**src/rtl/mmio_poll_pkg.sv**
```systemverilog
package mmio_poll_pkg;

  // Strobes the decoder hands to the register datapath each cycle.
  typedef struct packed {
    logic winHit;   // access falls in the device window
    logic ctrlRd;   // load of the status word
    logic ctrlWr;   // store to the status word
    logic dataRd;   // load of the data word
    logic dataWr;   // store to the data word
  } portStrobes_t;

  // Status word bit positions decoded by software.
  localparam int READY_BIT = 0;
  localparam int IE_BIT    = 1;

endpackage

```
**src/rtl/mmio_poll_ctrl.sv**
```systemverilog
module mmio_poll_ctrl
  import mmio_poll_pkg::*;
#(
  parameter int ADDR_W   = 32,
  parameter int DATA_W   = 32,
  parameter int WIN_HI_W = 16,
  parameter int CTRL_OFF = 0,
  parameter int DATA_OFF = 4
) (
  input  logic              clk,
  input  logic              rstN,
  input  logic [ADDR_W-1:0] cpuAddr,
  input  logic              cpuRead,
  input  logic              cpuWrite,
  input  logic [DATA_W-1:0] cpuWdata,
  output logic [ADDR_W-1:0] memAddr,
  output logic              memRead,
  output logic              memWrite,
  output logic [DATA_W-1:0] memWdata,
  output portStrobes_t      strb
);

  localparam int OFF_W = ADDR_W - WIN_HI_W;
  localparam logic [OFF_W-1:0] CTRL_ADDR = OFF_W'(CTRL_OFF);
  localparam logic [OFF_W-1:0] DATA_ADDR = OFF_W'(DATA_OFF);

  logic [WIN_HI_W-1:0] winTag;
  logic [OFF_W-1:0]    offset;
  logic                hit;
  logic                isCtrl;
  logic                isData;

  assign winTag = cpuAddr[ADDR_W-1 -: WIN_HI_W];
  assign offset = cpuAddr[OFF_W-1:0];
  assign hit    = &winTag;
  assign isCtrl = hit && (offset == CTRL_ADDR);
  assign isData = hit && (offset == DATA_ADDR);

  always_comb begin
    strb        = '0;
    strb.winHit = hit;
    strb.ctrlRd = isCtrl && cpuRead;
    strb.ctrlWr = isCtrl && cpuWrite;
    strb.dataRd = isData && cpuRead;
    strb.dataWr = isData && cpuWrite;
  end

  // Pass-through toward memory; requests are blocked inside the window.
  assign memAddr  = cpuAddr;
  assign memWdata = cpuWdata;
  assign memRead  = cpuRead  && !hit;
  assign memWrite = cpuWrite && !hit;

  AST_WIN_BLOCKS_MEM: assert property (@(posedge clk) disable iff (!rstN)
    (cpuAddr[ADDR_W-1:OFF_W] == {WIN_HI_W{1'b1}}) |-> (!memRead && !memWrite));

  AST_ONE_STROBE: assert property (@(posedge clk) disable iff (!rstN)
    $onehot0({strb.ctrlRd, strb.ctrlWr, strb.dataRd, strb.dataWr}));

endmodule

```
**src/rtl/mmio_poll_dp.sv**
```systemverilog
module mmio_poll_dp
  import mmio_poll_pkg::*;
#(
  parameter int DATA_W = 32
) (
  input  logic              clk,
  input  logic              rstN,
  input  portStrobes_t      strb,
  input  logic [DATA_W-1:0] cpuWdata,
  input  logic [DATA_W-1:0] memRdata,
  input  logic              devSetReady,
  input  logic [DATA_W-1:0] devRdData,
  output logic [DATA_W-1:0] cpuRdata,
  output logic              devRdAck,
  output logic [DATA_W-1:0] devWrData,
  output logic              devWrValid,
  output logic              irq
);

  logic              readyQ;
  logic              ieQ;
  logic              readyNext;
  logic              ieNext;
  logic              dataAccess;
  logic [DATA_W-1:0] statusWord;

  assign dataAccess = strb.dataRd || strb.dataWr;

  // The device's set has priority over a consuming access.
  always_comb begin
    readyNext = readyQ;
    if (dataAccess)  readyNext = 1'b0;
    if (devSetReady) readyNext = 1'b1;
  end

  always_comb begin
    ieNext = ieQ;
    if (strb.ctrlWr) ieNext = cpuWdata[IE_BIT];
  end

  always_ff @(posedge clk) begin
    if (!rstN) begin
      readyQ     <= 1'b0;
      ieQ        <= 1'b0;
      devWrValid <= 1'b0;
      devRdAck   <= 1'b0;
      devWrData  <= '0;
    end else begin
      readyQ     <= readyNext;
      ieQ        <= ieNext;
      devWrValid <= strb.dataWr;
      devRdAck   <= strb.dataRd;
      if (strb.dataWr) devWrData <= cpuWdata;
    end
  end

  always_comb begin
    statusWord            = '0;
    statusWord[READY_BIT] = readyQ;
    statusWord[IE_BIT]    = ieQ;
  end

  always_comb begin
    if (!strb.winHit)     cpuRdata = memRdata;
    else if (strb.ctrlRd) cpuRdata = statusWord;
    else if (strb.dataRd) cpuRdata = devRdData;
    else                  cpuRdata = '0;
  end

  assign irq = readyQ && ieQ;

  AST_SET_WINS: assert property (@(posedge clk) disable iff (!rstN)
    devSetReady |=> readyQ);

  AST_ACCESS_CLEARS: assert property (@(posedge clk) disable iff (!rstN)
    (dataAccess && !devSetReady) |=> !readyQ);

  AST_READY_HOLDS: assert property (@(posedge clk) disable iff (!rstN)
    (!dataAccess && !devSetReady) |=> $stable(readyQ));

  AST_IRQ_HOLDS: assert property (@(posedge clk) disable iff (!rstN)
    (irq && !dataAccess && !strb.ctrlWr) |=> irq);

  AST_WR_PULSE: assert property (@(posedge clk) disable iff (!rstN)
    strb.dataWr |=> (devWrValid && devWrData == $past(cpuWdata)));

  AST_RD_ACK: assert property (@(posedge clk) disable iff (!rstN)
    strb.dataRd |=> devRdAck);

endmodule

```
**src/rtl/mmio_poll_port.sv**
```systemverilog
module mmio_poll_port
  import mmio_poll_pkg::*;
#(
  parameter int ADDR_W   = 32,
  parameter int DATA_W   = 32,
  parameter int WIN_HI_W = 16
) (
  input  logic              clk,
  input  logic              rstN,
  input  logic [ADDR_W-1:0] cpuAddr,
  input  logic              cpuRead,
  input  logic              cpuWrite,
  input  logic [DATA_W-1:0] cpuWdata,
  output logic [DATA_W-1:0] cpuRdata,
  output logic [ADDR_W-1:0] memAddr,
  output logic              memRead,
  output logic              memWrite,
  output logic [DATA_W-1:0] memWdata,
  input  logic [DATA_W-1:0] memRdata,
  input  logic              devSetReady,
  input  logic [DATA_W-1:0] devRdData,
  output logic              devRdAck,
  output logic [DATA_W-1:0] devWrData,
  output logic              devWrValid,
  output logic              irq
);

  portStrobes_t strb;

  mmio_poll_ctrl #(
    .ADDR_W   (ADDR_W),
    .DATA_W   (DATA_W),
    .WIN_HI_W (WIN_HI_W),
    .CTRL_OFF (0),
    .DATA_OFF (4)
  ) u_ctrl (
    .clk      (clk),
    .rstN     (rstN),
    .cpuAddr  (cpuAddr),
    .cpuRead  (cpuRead),
    .cpuWrite (cpuWrite),
    .cpuWdata (cpuWdata),
    .memAddr  (memAddr),
    .memRead  (memRead),
    .memWrite (memWrite),
    .memWdata (memWdata),
    .strb     (strb)
  );

  mmio_poll_dp #(
    .DATA_W (DATA_W)
  ) u_dp (
    .clk         (clk),
    .rstN        (rstN),
    .strb        (strb),
    .cpuWdata    (cpuWdata),
    .memRdata    (memRdata),
    .devSetReady (devSetReady),
    .devRdData   (devRdData),
    .cpuRdata    (cpuRdata),
    .devRdAck    (devRdAck),
    .devWrData   (devWrData),
    .devWrValid  (devWrValid),
    .irq         (irq)
  );

endmodule

```
**config.mk**
```make
export PLATFORM = sky130hd
export DESIGN_NAME = mmio_poll_port
export DESIGN_NICKNAME = d
export VERILOG_FILES = /design/src/rtl/mmio_poll_pkg.sv /design/src/rtl/mmio_poll_ctrl.sv /design/src/rtl/mmio_poll_dp.sv /design/src/rtl/mmio_poll_port.sv
export SDC_FILE = /design/constraint.sdc
export NUM_CORES = 1
export LEC_CHECK = 0
export ABC_AREA = 1
export CORE_MARGIN = 5
export CORE_UTILIZATION = 30
export CTS_CLUSTER_SIZE = 28
export DETAILED_ROUTE_END_ITERATION = 7
export GPL_TIMING_DRIVEN = 0
export MAX_ROUTING_LAYER = met4
export PLACE_DENSITY = 0.82
export SLEW_MARGIN = 10
export SYNTH_ARGS = -nofsm -noshare
export SYNTH_HDL_FRONTEND = slang
export SYNTH_SLANG_ARGS = --single-unit
```
**constraint.sdc**
```tcl
create_clock -name clk -period 2.05 [get_ports clk]
set_clock_uncertainty 0.15 [all_clocks]
set_input_delay 0.41 -clock clk [delete_from_list [all_inputs] [get_ports clk]]
set_output_delay 0.41 -clock clk [all_outputs]
set_load 0.03 [all_outputs]
```
==> flow_summary.toml, run 1 <==
[worst_setup_path]
cp.required_ps = 1490
r2r_cells = 2
worstPathMaxFanout = 8
startpoint_type = "input port"
crit_arrival_ps = 1710
r2r_end = "u_dp.readyQ$_SDFFE_PN0P_"
cpMaxStageDelayCell = "nor2_4"
path_class = "input port to output port"
reg2reg_from = "u_dp.readyQ$_SDFFE_PN0P_"
end_kind = "output port"
r2r_slack_ps = 1220
cp_top_family = "simple AND/OR/NAND/NOR gates"
crit_chain = "buf_2 > inv_1 > nand2_2 > nor2_4 > nand2_2 > nor2_4 > nand2_4 > nor2_4 > buf_12 > buf_8 > nand2_2 > nand2_2 > buf_6"
critPathMostFrequentCell = "nand2_2"
crit_buf_inv = 5
cpPeakStageDelay_ps = 150

[routing]
drtAntennaViolNets = 0
drtIter0Drc = 143
drt_first_pass_iters = 4
route.vias.total = 3962
drt-total-wl_microns = 14000
wl_per_cell_microns = 17.2
drc = 0
vias_per_cell = 4.86

[yosys]
synth_top_area_share_pct = 27.1
seq_area_frac_synth_pct = 27.1
ys_top_cells_by_count = "nand2_1 (91), buf_4 (66), nand4_1 (38)"
syn_area_per_cell_sq_um = 6.53
synthArstFlopShare_pct = 0
synth_most_common_cell = "nand2_1"
synth-edff-count = 0
yosysWarnings = 0
synth_seq_cells = 36
syn_inst = 407
syn_area_sq_um = 2660
synthFlopType = "dfxtp_1"
yosysTopAreaCell = "dfxtp_1"
syn_nets = 540
synth.distinct_cells = 21
synth.area.top_cells = "dfxtp_1 (27%), buf_4 (19%), nand2_1 (13%)"

[die]
core_area_sq_um = 8680
start_util_pct = 30.6
die_x_microns = 104
die_y_microns = 104
die_area_sq_um = 10800
row_count = 34
ios = 266

[grt]
track_usage_pct = 23.9
antenna_found_initial = 1
grt_pass1_vias = 3915
grt_max_degree = 12
overflow = 0
grt_pass1_wl_microns = 20800

[min_path]
min_path_cells = 2
min_from = "u_dp.devWrData[13]$_SDFFE_PN0P_"
min_to = "u_dp.devWrData[13]$_SDFFE_PN0P_"
min_path_type = "register to register"

[timing]
final-max-slew-violation-count = 0
setup_slack_ps = -216
report.final.hold_viol_count = 0
max_freq_mhz = 441
post-route-min-period_ps = 2270
rsz0062_at_grt = "yes"
relSlewSlack_pct = 67.1
worst_pin_slew_ps = 494
finalHoldWorstSlack_ps = 328
finalCritPeriodShare_pct = 111
setup_viol = 32

[cts]
cts_tree = "yes"
cts_buffers = 5
cts.path.max_buffers = 2
clock-sinks = 36
htreeDepth = 2
cts_hold_buf = 0
clk_pin_slew_ps = 70
root_buffer = "clkbuf_8"
clkLatencyLatePin_ps = 280

[cells_and_area]
multi_input_area_sq_um = 1610
area_growth_pct = 131
fin_area_sq_um = 6150
fillers = 697
nets = 839
regArea_sq_um = 721
drive_above_1_share_pct = 41.4

[placed_design]
port_buffers = 264
place_area_sq_um = 5510
gp_congestion = 0.822
hpwl_microns = 10600

[run]
cap_violations = 0

[run_status]
violations = "setup timing"
outcome = "finished, violations left"

[pwr]
ir_worst_vdd_v = 0.000312
power_density_nw_per_um2 = 365
leakage_nw = 2.75
cells by family (layout without fill, tap and decap cells):
group | Yosys count | in the layout | synth area share [%]
and+or+nand+nor | 159 | 159 | 27.9
buffers and inverters | 115 | 415 | 26.7
AOI/OAI and AO/OA | 97 | 97 | 18.3
DFF | 36 | 36 | 27.1
other | 0 | 1 | 0
per-layer routing:
metal  vias up  routed length [microns]  track usage [%]
li1       1897                        -                -
met1      1831                     5240             26.3
met2       198                     7400             42.6
met3        36                      998             5.83
met4         0                      414             7.40
met5         -                        0                -
area by class of cell:
cell class              instances  share of cell area [%]
multi-input cells             256                    26.2
clock buffers                   6                    1.18
clock inverters                 2                   0.570
plain buffers                  92                    10.9
repair buffers                292                    45.7
diodes                          1                  0.0407
flip-flops and latches         36                    11.7
inverters                      23                    1.45
well taps                     108                    2.20
metrics by stage:
stage | std cells | power (mW) | util (%) | setup TNS [ps] | setup WS, ps
2_1_floorplan | 407 | 1.11 | - | 0 | 44.2
3_3_place_gp | 779 | 1.60 | 63.5 | -65220 | -1320
3_5_place_dp | 779 | 1.61 | 63.5 | -67810 | -1350
4_1_cts | 808 | 2.21 | 68.0 | -7020 | -247
5_1_grt | 816 | 2.33 | 70.8 | -8280 | -285
6_report | 816 | 2.25 | 70.8 | -6280 | -216
how the worst max path moves through the flow:
stage,startpoint,endpoint,slack [ps],cells after the start
final,cpuAddr[7],cpuRdata[12],-220,13
after global routing,cpuAddr[7],cpuRdata[12],-280,13
after CTS,cpuAddr[15],cpuRdata[9],-250,13
after detailed placement,cpuAddr[25],cpuRdata[28],-1350,11
after global placement,cpuAddr[25],cpuRdata[18],-1320,11
after floorplan,cpuAddr[4],cpuRdata[10],40,10
state kept, by name, summed over array words and instances (netlist names):
name             count
u_dp.ieQ             1
u_dp.readyQ          1
u_dp.devWrValid      1
u_dp.devRdAck        1
u_dp.devWrData      32
timing repair:
action                     4_1_cts  5_1_grt
cloned                           3        0
buffers inserted                18        7
pin swaps                       23       18
gates resized for setup        486       94
setup endpoints to repair      129       34
worst min-delay path, stage by stage, from the launching register on:
cell and delay, ps:
dfxtp_1 310, o21ai_0 70, a21oi_1 60
cells in the final DEF, fill, tap and decap left out, drive strengths merged:
cell type      Yosys  final
nand3              6      6
nand2             93     93
o21ai             64     64
clkdlybuf4s50      0    165
dfxtp             36     36
dlymetal6s2s       0      1
diode              0      1
nor2              21     21
clkinv             1      2
bufinv             0      1
nand4             38     38
clkbuf            13     16
buf               79    176
inv               22     22
dlygate4sd2        0     32
a21oi             33     33
nor3               1      1
power breakdown:
part / switching [mW] / internal [mW]
clock network: 0.251 / 0.361
registers: 0.00100 / 0.700
logic: 0.453 / 0.481
total: 0.705 / 1.54
Note: power is estimated with default switching activity, not from simulation.
==> run 2: changes to the inputs <==
--- a/config.mk
+++ b/config.mk
@@ -6,13 +6,14 @@
 export NUM_CORES = 1
 export LEC_CHECK = 0
 export ABC_AREA = 1
+export CELL_PAD_IN_SITES_DETAIL_PLACEMENT = 0
+export CELL_PAD_IN_SITES_GLOBAL_PLACEMENT = 2
 export CORE_MARGIN = 5
-export CORE_UTILIZATION = 30
-export CTS_CLUSTER_SIZE = 28
+export CORE_UTILIZATION = 13
 export DETAILED_ROUTE_END_ITERATION = 7
 export GPL_TIMING_DRIVEN = 0
 export MAX_ROUTING_LAYER = met4
-export PLACE_DENSITY = 0.82
+export PLACE_DENSITY_LB_ADDON = 0.1
 export SLEW_MARGIN = 10
 export SYNTH_ARGS = -nofsm -noshare
 export SYNTH_HDL_FRONTEND = slang
==> run 2 against run 1 <==
Net effect: the run still ends with setup timing left; worst hold slack lost 0.82 ps; die area increased by 120%; flip-flop and latch count did not move; count of clock-buffer cells in the layout rose by 1; sequential power barely moved; critical path depth shrank 5; setup slack worse by 27 ps; non-clock buffer count decreased by 9; routed wire length increased by 9.5%.
==> flow_summary.toml, run 2 (synthesis gave the netlist of run 1 again) <==
[run_status]
outcome = "finished, violations left"
violations = "setup timing"

[worst_setup_path]
r2r_end = "u_dp.readyQ$_SDFFE_PN0P_"
crit_chain = "clkdlybuf4s50_1 > inv_1 > nor2_4 > buf_12 > buf_8 > nand2_2 > nand2_2 > buf_6"
cp.required_ps = 1490
end_kind = "output port"
path_class = "input port to output port"
r2r_cells = 2
worstPathMaxFanout = 8
cpMaxStageDelayCell = "clkdlybuf4s50_1"
crit_arrival_ps = 1730
reg2reg_from = "u_dp.readyQ$_SDFFE_PN0P_"
cpPeakStageDelay_ps = 530
r2r_slack_ps = 1280
critPathMostFrequentCell = "nand2_2"
startpoint_type = "input port"

[grt]
antenna_found_initial = 1
track_usage_pct = 13.0
grt_max_degree = 12
overflow = 0
grt_pass1_wl_microns = 23400
grt_pass1_vias = 3912

[cells_and_area]
largest_reg_flops = 32
area_growth_pct = 135
layout.cells.most_common_list = "clkdlybuf4s50_1 (165), buf_4 (83), nand2_2 (47)"
top_register = "u_dp.devWrData"
final_common_cell = "clkdlybuf4s50_1"
nets = 830
drive_above_1_share_pct = 38.8
fin_cells = 969

[cts]
clkLatencyLatePin_ps = 280
clk_pin_slew_ps = 60
cts_buffers = 5
cts_tree = "yes"
clock-sinks = 36
cts.path.max_buffers = 2
htreeDepth = 2
root_buffer = "clkbuf_16"

[pwr]
switching_share_pct = 31.0
p_sw_mw = 0.742
pwr-share-clk_pct = 32.9
power_density_nw_per_um2 = 382
power_frac_seq_pct = 29.3
p_int_mw = 1.65
leakage_nw = 2.71
ir_worst_vdd_v = 0.000239
power_frac_comb_pct = 37.8

[timing]
finalCritPeriodShare_pct = 112
relSlewSlack_pct = 66.3
setup_slack_ps = -242
setup_viol = 32
rsz0062_at_grt = "yes"
worst_pin_slew_ps = 505
post-route-min-period_ps = 2290
final-max-slew-violation-count = 0
max_freq_mhz = 436
report.final.hold_viol_count = 0

[min_path]
min_path_cells = 2
min_to = "u_dp.devWrData[27]$_SDFFE_PN0P_"
min_from = "u_dp.devWrData[27]$_SDFFE_PN0P_"
min_path_type = "register to register"

[die]
ios = 266
die_y_microns = 153
die_x_microns = 153
die_area_sq_um = 23400
core_area_sq_um = 20200
start_util_pct = 13.2
row_count = 52

[routing]
drt-total-wl_microns = 15400
vias_per_cell = 3.88
drc = 0
wl_per_cell_microns = 15.9
route.vias.total = 3762
drt_first_pass_iters = 4
drtAntennaViolNets = 0
drtIter0Drc = 96

[placed_design]
pre_cts_slack_ps = -1560
hpwl_microns = 12400
dp_cells = 941
gp_congestion = 0.786
port_buffers = 264

[run]
cap_violations = 0
==> run 2: changes by cell type in the layout (fill, tap and decap cells not counted), moves of 4 or more <==
cell,change
o21ai_0,+20
buf_4,-12
nand2_1,+10
buf_2,+5
buf_6,-4
o21ai_1,-18
clkbuf_16,+5
nand2_2,-7
==> run 2: power groups by stage <==
| stage | registers, mW | clock network, mW | logic, mW |
|---|---|---|---|
| 2_1_floorplan | 0.717 | 0 | 0.396 |
| 3_3_place_gp | 0.718 | 0 | 0.904 |
| 3_5_place_dp | 0.718 | 0 | 0.903 |
| 4_1_cts | 0.702 | 0.822 | 0.898 |
| 5_1_grt | 0.702 | 0.850 | 0.958 |
| 6_report | 0.702 | 0.787 | 0.903 |
==> run 2: critical path, delay by kind of cell <==
kind	cells	cell delay [ps]
simple gates	3	240
buf+inv	5	1060
==> run 2: per-layer routing <==
metal  global-route usage (%)  share of wire (%)
met3                     3.08                6.0
met4                     2.67                1.1
met5                        -                  0
met2                     22.9                 51
met1                     15.3                 42
==> run 2: how the worst max path moves through the flow <==
stage	startpoint	endpoint	cells past startpoint
CTS	cpuAddr[10]	cpuRdata[11]	13
finish	cpuRead	cpuRdata[9]	8
floorplan	cpuAddr[4]	cpuRdata[10]	10
global placement	cpuAddr[18]	cpuRdata[20]	11
detailed placement	cpuAddr[17]	cpuRdata[20]	11
global route	cpuAddr[3]	cpuRdata[4]	13
==> run 2: cell type report <==
type / count / area [sq um]
Fill cell: 2245 / 13900
Multi-Input combinational cell: 256 / 1560
Inverter: 23 / 86.3
Buffer: 91 / 677
Timing Repair Buffer: 284 / 2730
Tap cell: 270 / 338
Sequential cell: 36 / 721
Antenna cell: 1 / 2.50
Clock buffer: 7 / 143
Clock inverter: 1 / 7.51
==> run 2: metrics by stage <==
step | cell area, sq um | setup TNS [ps] | hold slack (ps) | power [mW] | utilization [%]
after CTS | 6120 | -9390 | 326 | 2.42 | 30.3
after detailed placement | 5710 | -80520 | 318 | 1.62 | 28.3
final | 6260 | -7160 | 327 | 2.39 | 31.0
after floorplan | 2730 | 0 | 321 | 1.11 | -
after global placement | 5710 | -79300 | 309 | 1.62 | 28.3
after global routing | 6260 | -10500 | 348 | 2.51 | 31.0
==> run 2: what timing repair did <==
action                     4_1_cts  5_1_grt
pin swaps                       22       11
hold buffers                     0        0
gates resized for setup        471       50
buffers inserted                14        3
setup endpoints to repair      131       35
cloned                           3        0
==> run 3: changes to the inputs <==
--- a/config.mk
+++ b/config.mk
@@ -11,6 +11,7 @@
 export CORE_MARGIN = 5
 export CORE_UTILIZATION = 13
 export DETAILED_ROUTE_END_ITERATION = 7
+export GPL_ROUTABILITY_DRIVEN = 0
 export GPL_TIMING_DRIVEN = 0
 export MAX_ROUTING_LAYER = met4
 export PLACE_DENSITY_LB_ADDON = 0.1
==> results of run 3 <==
Same layout as run 2: the final DEF is identical, and so are final timing and power.
